==> config.mk <==
export PLATFORM = sky130hd
export DESIGN_NAME = smb_seq
export DESIGN_NICKNAME = d
export VERILOG_FILES = /design/src/rtl/smb_seq_pkg.sv /design/src/rtl/smb_seq_fifo.sv /design/src/rtl/smb_seq_ctrl.sv /design/src/rtl/smb_seq.sv
export SDC_FILE = /design/constraint.sdc
export NUM_CORES = 1
export LEC_CHECK = 0
export BUFFER_PORTS_ARGS = -buffer_cell sky130_fd_sc_hd__buf_2
export CAP_MARGIN = 0
export CORE_UTILIZATION = 55
export DETAILED_ROUTE_END_ITERATION = 8
export PLACE_DENSITY_LB_ADDON = 0.3
export REMOVE_ABC_BUFFERS = 1
export SYNTH_ARGS = -nofsm -noshare
export SYNTH_HDL_FRONTEND = slang
export SYNTH_SLANG_ARGS = --single-unit
==> constraint.sdc <==
create_clock -name clk_i -period 5.8 [get_ports clk_i]
set_input_delay 0.29 -clock clk_i [delete_from_list [all_inputs] [get_ports clk_i]]
set_output_delay 0.29 -clock clk_i [all_outputs]
set_load 0.03 [all_outputs]
==> src/rtl/smb_seq_pkg.sv <==
package smb_seq_pkg;
  typedef enum logic [2:0] {
    OP_START  = 3'd0,
    OP_RSTART = 3'd1,
    OP_WRITE  = 3'd2,
    OP_READ   = 3'd3,
    OP_STOP   = 3'd4
  } bus_op_e;

  localparam logic [3:0] PR_RECV  = 4'd2;
  localparam logic [3:0] PR_RDB   = 4'd4;
  localparam logic [3:0] PR_RDW   = 4'd6;
  localparam logic [3:0] PR_BLKRD = 4'd8;
  localparam logic [3:0] PR_PCALL = 4'd9;
  localparam logic [3:0] PR_BWBR  = 4'd10;

  localparam logic [2:0] ST_LOSTARB = 3'd1;
  localparam logic [2:0] ST_NACK1   = 3'd2;
  localparam logic [2:0] ST_NACKN   = 3'd3;
endpackage

==> src/rtl/smb_seq_fifo.sv <==
module smb_seq_fifo #(
  parameter int W     = 8,
  parameter int DEPTH = 64
) (
  input  logic         clk_i,
  input  logic         rst_ni,
  input  logic         flush_i,
  input  logic         push_i,
  input  logic [W-1:0] data_i,
  input  logic         pop_i,
  output logic [W-1:0] data_o,
  output logic         empty_o,
  output logic         full_o
);
  localparam int AW = $clog2(DEPTH);

  logic [W-1:0] mem [DEPTH];
  logic [AW-1:0] rp_q, wp_q;
  logic [AW:0]   cnt_q;
  logic do_push, do_pop;

  assign empty_o = (cnt_q == '0);
  assign full_o  = (cnt_q == (AW+1)'(DEPTH));
  assign do_push = push_i && !full_o && !flush_i;
  assign do_pop  = pop_i && !empty_o && !flush_i;
  assign data_o  = mem[rp_q];

  always_ff @(posedge clk_i) begin
    if (do_push) mem[wp_q] <= data_i;
  end

  always_ff @(posedge clk_i or negedge rst_ni) begin
    if (!rst_ni) begin
      rp_q <= '0; wp_q <= '0; cnt_q <= '0;
    end else if (flush_i) begin
      rp_q <= '0; wp_q <= '0; cnt_q <= '0;
    end else begin
      if (do_push) wp_q <= (wp_q == AW'(DEPTH-1)) ? '0 : wp_q + 1'b1;
      if (do_pop)  rp_q <= (rp_q == AW'(DEPTH-1)) ? '0 : rp_q + 1'b1;
      cnt_q <= cnt_q + (AW+1)'(do_push) - (AW+1)'(do_pop);
    end
  end

  // full queue drops a lone push
  assert_no_overflow_R10: assert property (@(posedge clk_i) disable iff (!rst_ni)
    (push_i && full_o && !pop_i && !flush_i) |=> $stable(cnt_q));
endmodule

==> src/rtl/smb_seq_ctrl.sv <==
module smb_seq_ctrl
  import smb_seq_pkg::*;
#(
  parameter int BLK_MAX = 32
) (
  input  logic       clk_i,
  input  logic       rst_ni,
  input  logic       srst_i,
  input  logic       en_i,
  input  logic       start_i,
  input  logic [3:0] proto_i,
  output logic       busy_o,
  output logic [2:0] status_o,
  input  logic [8:0] tx_data_i,
  input  logic       tx_empty_i,
  output logic       tx_pop_o,
  output logic       rx_push_o,
  output logic [7:0] rx_data_o,
  output logic       eng_req_o,
  output bus_op_e    eng_op_o,
  output logic [7:0] eng_wdata_o,
  output logic       eng_nack_o,
  input  logic       eng_done_i,
  input  logic       eng_ack_i,
  input  logic [7:0] eng_rdata_i,
  input  logic [2:0] eng_err_i
);
  localparam int CW = $clog2(BLK_MAX + 1);

  typedef enum logic [2:0] {
    S_IDLE, S_START, S_WR, S_RSTART, S_RADDR, S_RD, S_DRAIN, S_STOP
  } state_e;

  state_e        state_q, aw_state;
  logic [3:0]    proto_q;
  logic [6:0]    addr_q;
  logic          first_q, end_q, bc_q;
  logic [CW-1:0] left_q, left_init;
  logic [2:0]    code_q, status_q;
  logic          is_rd, need_rs, is_blk;
  logic [7:0]    blk_n;

  always_comb begin
    need_rs  = proto_q inside {PR_RDB, PR_RDW, PR_BLKRD, PR_PCALL, PR_BWBR};
    is_rd    = need_rs || (proto_q == PR_RECV);
    is_blk   = proto_q inside {PR_BLKRD, PR_BWBR};
    aw_state = need_rs ? S_RSTART : (is_rd ? S_RD : S_STOP);
    left_init = (proto_q inside {PR_RDW, PR_PCALL}) ? CW'(2) : CW'(1);
    blk_n    = (eng_rdata_i > 8'(BLK_MAX)) ? 8'(BLK_MAX) : eng_rdata_i;
  end

  always_comb begin
    eng_op_o = OP_WRITE;
    unique case (state_q)
      S_START:  eng_op_o = OP_START;
      S_RSTART: eng_op_o = OP_RSTART;
      S_RD:     eng_op_o = OP_READ;
      S_STOP:   eng_op_o = OP_STOP;
      default:  eng_op_o = OP_WRITE;
    endcase
  end

  assign busy_o      = (state_q != S_IDLE);
  assign status_o    = status_q;
  assign eng_req_o   = (state_q inside {S_START, S_RSTART, S_RADDR, S_RD, S_STOP}) ||
                       (state_q == S_WR && !tx_empty_i);
  assign eng_wdata_o = (state_q == S_RADDR) ? {addr_q, 1'b1} : tx_data_i[7:0];
  assign eng_nack_o  = (state_q == S_RD) && !bc_q && (left_q == CW'(1));
  assign tx_pop_o    = (state_q == S_WR && eng_done_i) ||
                       (state_q == S_DRAIN && !tx_empty_i && !end_q);
  assign rx_push_o   = (state_q == S_RD) && eng_done_i && (eng_err_i == 3'd0);
  assign rx_data_o   = eng_rdata_i;

  always_ff @(posedge clk_i or negedge rst_ni) begin
    if (!rst_ni) begin
      state_q <= S_IDLE; proto_q <= '0; addr_q <= '0; first_q <= 1'b0;
      end_q <= 1'b0; bc_q <= 1'b0; left_q <= '0; code_q <= '0; status_q <= '0;
    end else if (srst_i) begin
      state_q <= S_IDLE; code_q <= '0; status_q <= '0;
    end else begin
      unique case (state_q)
        S_IDLE: if (start_i && en_i) begin
          proto_q <= proto_i; first_q <= 1'b1; end_q <= 1'b0; code_q <= '0;
          state_q <= S_START;
        end
        S_START: if (eng_done_i) begin
          if (eng_err_i != 3'd0) begin code_q <= eng_err_i; state_q <= S_DRAIN; end
          else state_q <= S_WR;
        end
        S_WR: begin
          if (tx_empty_i) begin
            state_q <= aw_state; left_q <= left_init; bc_q <= is_blk;
          end else if (eng_done_i) begin
            first_q <= 1'b0;
            if (first_q) addr_q <= tx_data_i[7:1];
            if (tx_data_i[8]) end_q <= 1'b1;
            if (eng_err_i != 3'd0) begin
              code_q <= eng_err_i; state_q <= S_DRAIN;
            end else if (!eng_ack_i) begin
              code_q <= first_q ? ST_NACK1 : ST_NACKN; state_q <= S_DRAIN;
            end else if (tx_data_i[8]) begin
              state_q <= aw_state; left_q <= left_init; bc_q <= is_blk;
            end
          end
        end
        S_RSTART: if (eng_done_i) begin
          if (eng_err_i != 3'd0) begin code_q <= eng_err_i; state_q <= S_DRAIN; end
          else state_q <= S_RADDR;
        end
        S_RADDR: if (eng_done_i) begin
          if (eng_err_i != 3'd0) begin code_q <= eng_err_i; state_q <= S_DRAIN; end
          else if (!eng_ack_i) begin code_q <= ST_NACKN; state_q <= S_DRAIN; end
          else state_q <= S_RD;
        end
        S_RD: if (eng_done_i) begin
          if (eng_err_i != 3'd0) begin
            code_q <= eng_err_i; state_q <= S_DRAIN;
          end else if (bc_q) begin
            bc_q <= 1'b0;
            left_q <= CW'(blk_n);
            if (blk_n == 8'd0) state_q <= S_STOP;
          end else begin
            left_q <= left_q - 1'b1;
            if (left_q == CW'(1)) state_q <= S_STOP;
          end
        end
        S_DRAIN: begin
          if (tx_pop_o && tx_data_i[8]) end_q <= 1'b1;
          if (tx_empty_i || end_q) begin
            if (code_q == ST_LOSTARB) begin status_q <= code_q; state_q <= S_IDLE; end
            else state_q <= S_STOP;
          end
        end
        S_STOP: if (eng_done_i) begin
          status_q <= (code_q != 3'd0) ? code_q : eng_err_i;
          state_q  <= S_IDLE;
        end
        default: state_q <= S_IDLE;
      endcase
    end
  end

  assert_idle_hold_R1: assert property (@(posedge clk_i) disable iff (!rst_ni || srst_i)
    (!busy_o && !(start_i && en_i)) |=> !busy_o);
  assert_req_hold_R2: assert property (@(posedge clk_i) disable iff (!rst_ni || srst_i)
    (eng_req_o && !eng_done_i && state_q != S_WR) |=> (eng_req_o && $stable(eng_op_o)));
  assert_nack_read_only_R4: assert property (@(posedge clk_i) disable iff (!rst_ni || srst_i)
    (eng_req_o && eng_nack_o) |-> (eng_op_o == OP_READ));
  assert_no_stop_lostarb_R8: assert property (@(posedge clk_i) disable iff (!rst_ni || srst_i)
    (eng_done_i && eng_err_i == ST_LOSTARB) |=> !(eng_req_o && eng_op_o == OP_STOP));
  assert_rx_from_read_R10: assert property (@(posedge clk_i) disable iff (!rst_ni || srst_i)
    rx_push_o |-> (eng_op_o == OP_READ && eng_done_i));
endmodule

==> src/rtl/smb_seq.sv <==
module smb_seq
  import smb_seq_pkg::*;
#(
  parameter int TX_DEPTH = 64,
  parameter int RX_DEPTH = 64,
  parameter int BLK_MAX  = 32
) (
  input  logic       clk_i,
  input  logic       rst_ni,
  input  logic       cfg_en_i,
  input  logic       cfg_srst_i,
  input  logic       cfg_fast_i,
  input  logic       cmd_we_i,
  input  logic       cmd_start_i,
  input  logic [3:0] cmd_proto_i,
  output logic       busy_o,
  output logic [2:0] status_o,
  input  logic       tx_push_i,
  input  logic [8:0] tx_data_i,
  output logic       tx_full_o,
  output logic       tx_empty_o,
  input  logic       tx_flush_i,
  input  logic       rx_pop_i,
  output logic [7:0] rx_data_o,
  output logic       rx_empty_o,
  input  logic       rx_flush_i,
  output logic       eng_req_o,
  output logic [2:0] eng_op_o,
  output logic [7:0] eng_wdata_o,
  output logic       eng_nack_o,
  input  logic       eng_done_i,
  input  logic       eng_ack_i,
  input  logic [7:0] eng_rdata_i,
  input  logic [2:0] eng_err_i,
  output logic       eng_fast_o
);
  logic [8:0] txh;
  logic       tx_pop, rx_push;
  logic [7:0] rx_in;
  bus_op_e    op;

  assign eng_op_o   = op;
  assign eng_fast_o = cfg_fast_i;

  smb_seq_fifo #(.W(9), .DEPTH(TX_DEPTH)) u_txq (
    .clk_i, .rst_ni, .flush_i(tx_flush_i || cfg_srst_i),
    .push_i(tx_push_i), .data_i(tx_data_i), .pop_i(tx_pop),
    .data_o(txh), .empty_o(tx_empty_o), .full_o(tx_full_o)
  );

  smb_seq_fifo #(.W(8), .DEPTH(RX_DEPTH)) u_rxq (
    .clk_i, .rst_ni, .flush_i(rx_flush_i || cfg_srst_i),
    .push_i(rx_push), .data_i(rx_in), .pop_i(rx_pop_i),
    .data_o(rx_data_o), .empty_o(rx_empty_o), .full_o()
  );

  smb_seq_ctrl #(.BLK_MAX(BLK_MAX)) u_ctrl (
    .clk_i, .rst_ni, .srst_i(cfg_srst_i), .en_i(cfg_en_i),
    .start_i(cmd_we_i && cmd_start_i), .proto_i(cmd_proto_i),
    .busy_o, .status_o, .tx_data_i(txh), .tx_empty_i(tx_empty_o),
    .tx_pop_o(tx_pop), .rx_push_o(rx_push), .rx_data_o(rx_in),
    .eng_req_o, .eng_op_o(op), .eng_wdata_o, .eng_nack_o,
    .eng_done_i, .eng_ack_i, .eng_rdata_i, .eng_err_i
  );
endmodule

==> results_dict.tcl, run 1 <==
set metrics [dict create \
    fillers 5951 \
    timing.fmax_ghz 0.218 \
    slowest_stage "dfrtp_4" \
    n_antenna_cell 0 \
    place.gp.congestion 0.850 \
    grt.overflow.total 0 \
    crit_type "register to primary output" \
    finClkSkew_ns 0.0311 \
    antenna_found_initial 1 \
    synthMuxAreaShare_pct 15.0 \
    drive_above_1_share_pct 19.8 \
    hold_buffers 12 \
    place_area_sq_um 48000 \
    relSlewSlack_pct 30.5 \
    synthSimpleGateAreaFrac_pct 3.98 \
    num_io_pins 66 \
    htreeDepth 3 \
    ys_seq_area_share_pct 73.5 \
    maxCapViolCount 0 \
    rows 106 \
    cts_resized 0 \
    synth_compound_area_share_pct 4.41 \
    portBuffers 63 \
    ys_warn_count 0 \
    pre_cts_slack_ns 1.93 \
    hpwl_um 61300 \
    grt_util_all_layers_pct 24.4 \
    setup_viol 0 \
    cts_buffer_depth 3 \
    die_h_um 293 \
    maxSlewViolCount 0 \
    grt_max_degree 69 \
    ir_drop_mv 0.332 \
    power_density_nw_per_um2 339 \
    vias 24200 \
    slowest_delay_ns 0.88 \
    drcViolationCount 0 \
    critPathBufInv 2 \
    synth_area_sq_um 46700 \
    avgRoutedWirePerCell_um 26.9 \
    finalCritPeriodShare_pct 79.1 \
    worst_slack_ns 1.21 \
    synthDistinctLibCells 77 \
    clkTransAtPathRegs_ns 0.06 \
    synth_top_cell_by_area "edfxtp_1" \
    worstSkewPairLatency_ns 0.69 \
    crit_path_max_fanout 47 \
    synth.top_cells.by_area "edfxtp_1 70%, mux4_2 11%, dfrtp_1 3.6%" \
    yosys.area_share.xor_xnor_pct 0.319 \
    ant_nets 0 \
    synth_top_family_by_area "multiplexers" \
    drtIter0Drc 2917 \
    grt_pass1_wl_um 156000 \
    routed_wl_um 103000 \
    start_util_pct 55.7 \
    finalInstanceArea_sq_um 51600 \
    clkSinkCount 1155 \
    worst_slew_pin_slew_ns 1.04 \
    area_growth_pct 10.5 \
    cts_tree "built" \
    ys_ff_latch 1155 \
    vias_per_cell 6.33 \
    async_flop_share_pct 5.80 \
    first_global_vias 24400 \
    start_kind "register" \
    synth_edf_count 1088 \
    dieArea_sq_um 86100 \
    synth_top_cell_area_share_pct 69.9 \
    path_common_cell "o21ai_1" \
    p_leak_uw 0.0158 \
    finalHoldViolCount 0 \
    synth.avg_cell_area_sq_um 18.6 \
    coreArea_sq_um 83800 \
    synthAdderAreaFrac_pct 0.729 \
    numCtsBuffers 111 \
    multi_input_area_sq_um 11400 \
    synthCells 2515 \
    required_ns 5.51 \
    hold_class "input pin to register" \
    crit_arrival_ns 4.30 \
    period_needed_ns 4.59 \
    final_nets 2664 \
    seq_area_sq_um 34400 \
    rsz0062_at_grt "false" \
    post_cts_buffers 0 \
    critPathCaptureType "primary output" \
    ys.flop_type "edfxtp_1" \
    die_w_um 293 \
    path_delay_family "compound AO/OA/AOI/OAI gates" \
    status "complete, no violations" \
    first_pass_iters 8 \
    cts_root_buffer "clkbuf_16" \
    crit_chain "nand2_1 > buf_4 > o221ai_1 > o22ai_1 > o31ai_1 > o21ai_1 > o21ai_1 > buf_2" \
]
stage by stage:
stage	hold slack, ns	cells	total power [uW]	util (%)	setup TNS [ns]
5_1_grt	0.0905	3823	18000	61.6	0
4_1_cts	0.0303	3823	17600	61.6	0
3_5_place_dp	0.487	3610	10800	57.3	0
6_report	0.0689	3823	17500	61.6	0
3_3_place_gp	0.468	3610	10700	57.3	0
2_1_floorplan	-0.00559	2373	10400	-	-103.60
report_power, final:
part | switching [uW] | total [uW] | leakage, uW | internal [uW]
clock | 3000 | 6870 | 0.00168 | 3880
sequential | 125 | 9320 | 0.0107 | 9190
combinational | 789 | 1310 | 0.00343 | 519
total | 3910 | 17500 | 0.0158 | 13600
routing by layer:
metal / part of all wire, % / GRT usage [%]
met1: 40 / 33.5
met2: 50 / 40.1
met4: 3.4 / 8.49
met5: 0 / 0
met3: 7.1 / 4.01
synth_stat cells (3+ instances only):
| cell | number |
|---|---|
| edfxtp_1 | 1088 |
| mux4_2 | 229 |
| nor2_1 | 198 |
| mux2i_1 | 143 |
| a21oi_1 | 95 |
| nand2_1 | 95 |
| dfrtp_1 | 67 |
| clkbuf_1 | 66 |
| o221ai_1 | 49 |
| inv_1 | 40 |
| o21ai_0 | 39 |
| o22ai_1 | 36 |
| ha_1 | 24 |
| o21ai_1 | 24 |
| buf_2 | 23 |
| nor3_1 | 21 |
| mux2_2 | 20 |
| nand3_1 | 20 |
| buf_1 | 19 |
| buf_4 | 18 |
| a211oi_1 | 16 |
| nor2b_1 | 13 |
| o31ai_1 | 12 |
| buf_6 | 11 |
| and2_1 | 10 |
| xor2_1 | 10 |
| nand3b_1 | 9 |
| or3_1 | 9 |
| and3_1 | 8 |
| nand2b_1 | 8 |
| xnor2_1 | 7 |
| mux4_1 | 6 |
| nand4_1 | 6 |
| o311ai_1 | 6 |
| a31oi_1 | 4 |
| mux2_1 | 4 |
| o21bai_1 | 4 |
| or3b_2 | 4 |
| a311oi_1 | 3 |
| buf_8 | 3 |
| nor3b_1 | 3 |
| o211ai_1 | 3 |
final cells by class:
cell class | count | share of cell area, %
sequential | 1155 | 66.6
multi-input combinational | 1176 | 22.1
clock buffer | 138 | 5.66
tap | 1134 | 2.75
timing repair buffer | 115 | 1.55
clock inverter | 63 | 1.03
inverter | 42 | 0.305
registers in the layout, summed over array words and instances (netlist names):
signal / cells
u_ctrl.addr_q: 7
u_ctrl.bc_q: 1
u_ctrl.code_q: 3
u_ctrl.end_q: 1
u_ctrl.first_q: 1
u_ctrl.left_q: 6
u_ctrl.proto_q: 4
u_ctrl.state_q: 3
u_ctrl.status_o: 3
u_rxq.cnt_q: 7
u_rxq.mem: 512
u_rxq.rp_q: 6
u_rxq.wp_q: 6
u_txq.cnt_q: 7
u_txq.mem: 576
u_txq.rp_q: 6
u_txq.wp_q: 6
tightest hold or removal path: cells and delay by family:
family / cells / cell delay, ns
AO/OA/AOI/OAI: 1 / 0.13
buffers and inverters: 1 / 0.09
AND/OR/NAND/NOR: 2 / 0.18
path summary, 6_finish.rpt:
path	from	to	slack, ns	cells past startpoint
hold / removal	cmd_start_i	u_ctrl.end_q	0.07	4
max in group asynchronous	rst_ni	u_rxq.rp_q[1]	4.81	2
min in group asynchronous	rst_ni	u_txq.cnt_q[2]	0.30	2
hold reg to reg	u_ctrl.addr_q[5]	u_ctrl.addr_q[5]	0.51	1
setup / recovery	u_txq.rp_q[1]	eng_wdata_o[2]	1.21	8
setup reg to reg	u_ctrl.state_q[0]	u_rxq.mem[1][3]	1.88	6
layout by cell type (no fill, tap or decap), types with 7 or more instances in the layout:
cell           instances
edfxtp_1            1088
mux4_2               229
nor2_1               198
mux2i_1              143
clkbuf_16            113
nand2_1               95
a21oi_1               95
buf_2                 62
dfrtp_1               62
o221ai_1              49
inv_1                 40
o21ai_0               39
o22ai_1               36
buf_4                 36
clkbuf_1              25
o21ai_1               24
ha_1                  24
clkinv_2              23
nor3_1                21
mux2_2                20
nand3_1               20
clkinv_1              19
a211oi_1              16
nor2b_1               13
o31ai_1               12
dlygate4sd3_1         12
and2_1                10
xor2_1                10
or3_1                  9
nand3b_1               9
nand2b_1               8
and3_1                 8
xnor2_1                7
clkinvlp_4             7
bufinv_16              7
cells by family (layout without fill, tap and decap cells):
logic type	Yosys count	after routing
AO/OA/AOI/OAI	316	316
XOR/XNOR	17	17
adder cells (fa/ha/maj)	26	26
buffers and inverters	184	358
flip-flops	1155	1155
multiplexers	402	402
AND/OR/NAND/NOR	415	415
Note: power is estimated with default switching activity, not from simulation.
==> inputs of run 2 (changes only) <==
==> constraint.sdc (replaced) <==
create_clock -name clk_i -period 4.3 [get_ports clk_i]
set_input_delay 0.215 -clock clk_i [delete_from_list [all_inputs] [get_ports clk_i]]
set_output_delay 0.215 -clock clk_i [all_outputs]
set_load 0.03 [all_outputs]
==> results_dict.tcl, run 2 (synthesis gave the netlist of run 1 again) <==
set metrics [dict create \
    status "complete, no violations" \
    clkTransAtPathRegs_ns 0.06 \
    hold_buffers 16 \
    cts_root_buffer "clkbuf_16" \
    rr_worst_depth 8 \
    worstSkewPairLatency_ns 0.67 \
    finalCritPeriodShare_pct 94.1 \
    r2r_slack_ns 0.60 \
    grt_pass1_wl_um 157000 \
    drive_above_1_share_pct 21.6 \
    reg_top3 "u_txq.mem (576), u_rxq.mem (512)" \
    clkSinkCount 1155 \
    routed_wl_um 105000 \
    largest_reg_flops 576 \
    ir_drop_mv 0.393 \
    timing.fmax_ghz 0.247 \
    grt.overflow.total 0 \
    finalHoldViolCount 0 \
    die_w_um 293 \
    rsz0062_at_grt "false" \
    cts_tree "built" \
    start_util_pct 55.7 \
    finClkSkew_ns 0.0248 \
    first_pass_iters 5 \
    final_cell_mix "1088 x edfxtp_1, 229 x mux4_2, 198 x nor2_1, 143 x mux2i_1, 114 x clkbuf_16" \
    maxSlewViolCount 0 \
    critPathCaptureType "primary output" \
    mostFrequentLayoutCell "edfxtp_1" \
    first_global_vias 25100 \
    crit_chain "nand2_1 > buf_4 > o221ai_1 > o22ai_1 > o31ai_1 > o21ai_1 > o21ai_1 > buf_2" \
    start_kind "register" \
    post_cts_buffers 0 \
    drcViolationCount 0 \
    grt_util_all_layers_pct 24.8 \
    r2r_start "u_txq.cnt_q[4]" \
    htreeDepth 3 \
    avgRoutedWirePerCell_um 26.9 \
    required_ns 4.09 \
    crit_type "register to primary output" \
    setup_viol 0 \
    p_leak_uw 0.0162 \
    fin_util_pct 62.4 \
    area_growth_pct 12.0 \
    die_h_um 293 \
    numCtsBuffers 111 \
    drtIter0Drc 2402 \
    cts_buffer_depth 3 \
    relSlewSlack_pct 13.2 \
    vias 24600 \
    coreArea_sq_um 83800 \
    regMostFlops "u_txq.mem" \
    maxCapViolCount 0 \
    hold_path_end "u_ctrl.end_q" \
    period_needed_ns 4.05 \
    hp-start "cfg_en_i" \
    hpwl_um 63700 \
    crit_arrival_ns 3.83 \
    dieArea_sq_um 86100 \
    worstReg2RegEnd "u_txq.mem[8][4]" \
    path_common_cell "o21ai_1" \
    path_delay_family "compound AO/OA/AOI/OAI gates" \
    num_io_pins 66 \
    holdPathStages 4 \
    place.gp.congestion 0.841 \
    grt_max_degree 68 \
    cts_resized 0 \
    crit_path_max_fanout 43 \
    critPathBufInv 2 \
    portBuffers 63 \
    antenna_found_initial 2 \
    n_antenna_cell 0 \
    ant_nets 0 \
    worst_slew_pin_slew_ns 1.30 \
    slowest_delay_ns 0.85 \
    final_nets 2738 \
    power_density_nw_per_um2 454 \
    rows 106 \
    hold_class "input pin to register" \
    slowest_stage "dfrtp_4" \
    vias_per_cell 6.29 \
    fin_total_pwr_uw 23800 \
]
[run 2: cell count changes in the layout (fill, tap and decap cells not counted)]
cell           previous run  this run
buf_12                    5        10
buf_4                    36       101
clkbuf_1                 25        29
clkbuf_16               113       114
clkbuf_8                  0         4
clkinv_1                 19        26
clkinv_2                 23        19
clkinv_4                  4         1
clkinv_8                  2         1
clkinvlp_4                7         5
dlygate4sd3_1            12        16
inv_6                     2         3
[run 2: where the power goes]
group	internal, uW	leakage [uW]	switching (uW)
Clock	5340	0.00171	4020
Combinational	730	0.00383	1130
Sequential	12400	0.0107	132
[run 2: area by class of cell]
cell class	instances	area, sq um
clock buffers	147	3020
clock inverters	61	488
fillers	5821	31500
inverters	42	158
multi-input cells	1176	11400
flip-flops and latches	1155	34400
well taps	1134	1420
repair buffers	189	1430
[run 2: metrics by stage]
| step | area (sq um) | setup WS [ns] | hold WS (ns) | std cells | TNS [ns] |
|---|---|---|---|---|---|
| 2_1_floorplan | 45900 | -4.60 | -0.0806 | 2373 | -171.40 |
| 3_3_place_gp | 48600 | 0.824 | 0.411 | 3680 | 0 |
| 3_5_place_dp | 48600 | 0.594 | 0.421 | 3680 | 0 |
| 4_1_cts | 52300 | 0.263 | 0.00177 | 3904 | 0 |
| 5_1_grt | 52300 | 0.101 | 0.0480 | 3904 | 0 |
| 6_report | 52300 | 0.253 | 0.0304 | 3904 | 0 |
[run 2: worst max path at each step]
| stage | to | cells after the start | startpoint | slack (ns) |
|---|---|---|---|---|
| after CTS | eng_wdata_o[3] | 8 | u_txq.rp_q[1] | 0.26 |
| final | eng_wdata_o[3] | 8 | u_txq.rp_q[1] | 0.25 |
| after global routing | eng_wdata_o[1] | 8 | u_txq.rp_q[1] | 0.10 |
| after global placement | u_txq.mem[24][1] | 8 | u_txq.cnt_q[2] | 0.82 |
| after detailed placement | u_txq.mem[8][2] | 8 | u_txq.cnt_q[4] | 0.59 |
| after floorplan | u_ctrl.left_q[0] | 7 | u_txq.rp_q[0] | -4.60 |
[run 2: routing by layer]
metal	GRT usage, %	up-vias	routed length, um
met5	0	-	10
met1	33.0	12600	40600
met2	41.0	1160	52200
li1	-	10500	-
met3	3.90	250	7660
met4	10.3	2	4430
[run 2: worst reg2reg max path, stage by stage, from the launching register on]
cell      delay, ns
dfrtp_1        0.36
inv_1          0.07
ha_1           0.19
and4bb_2       0.27
a21boi_1       0.39
nor2b_1        0.51
nor2b_1        0.33
nand2_1        0.45
nor2_1         0.77
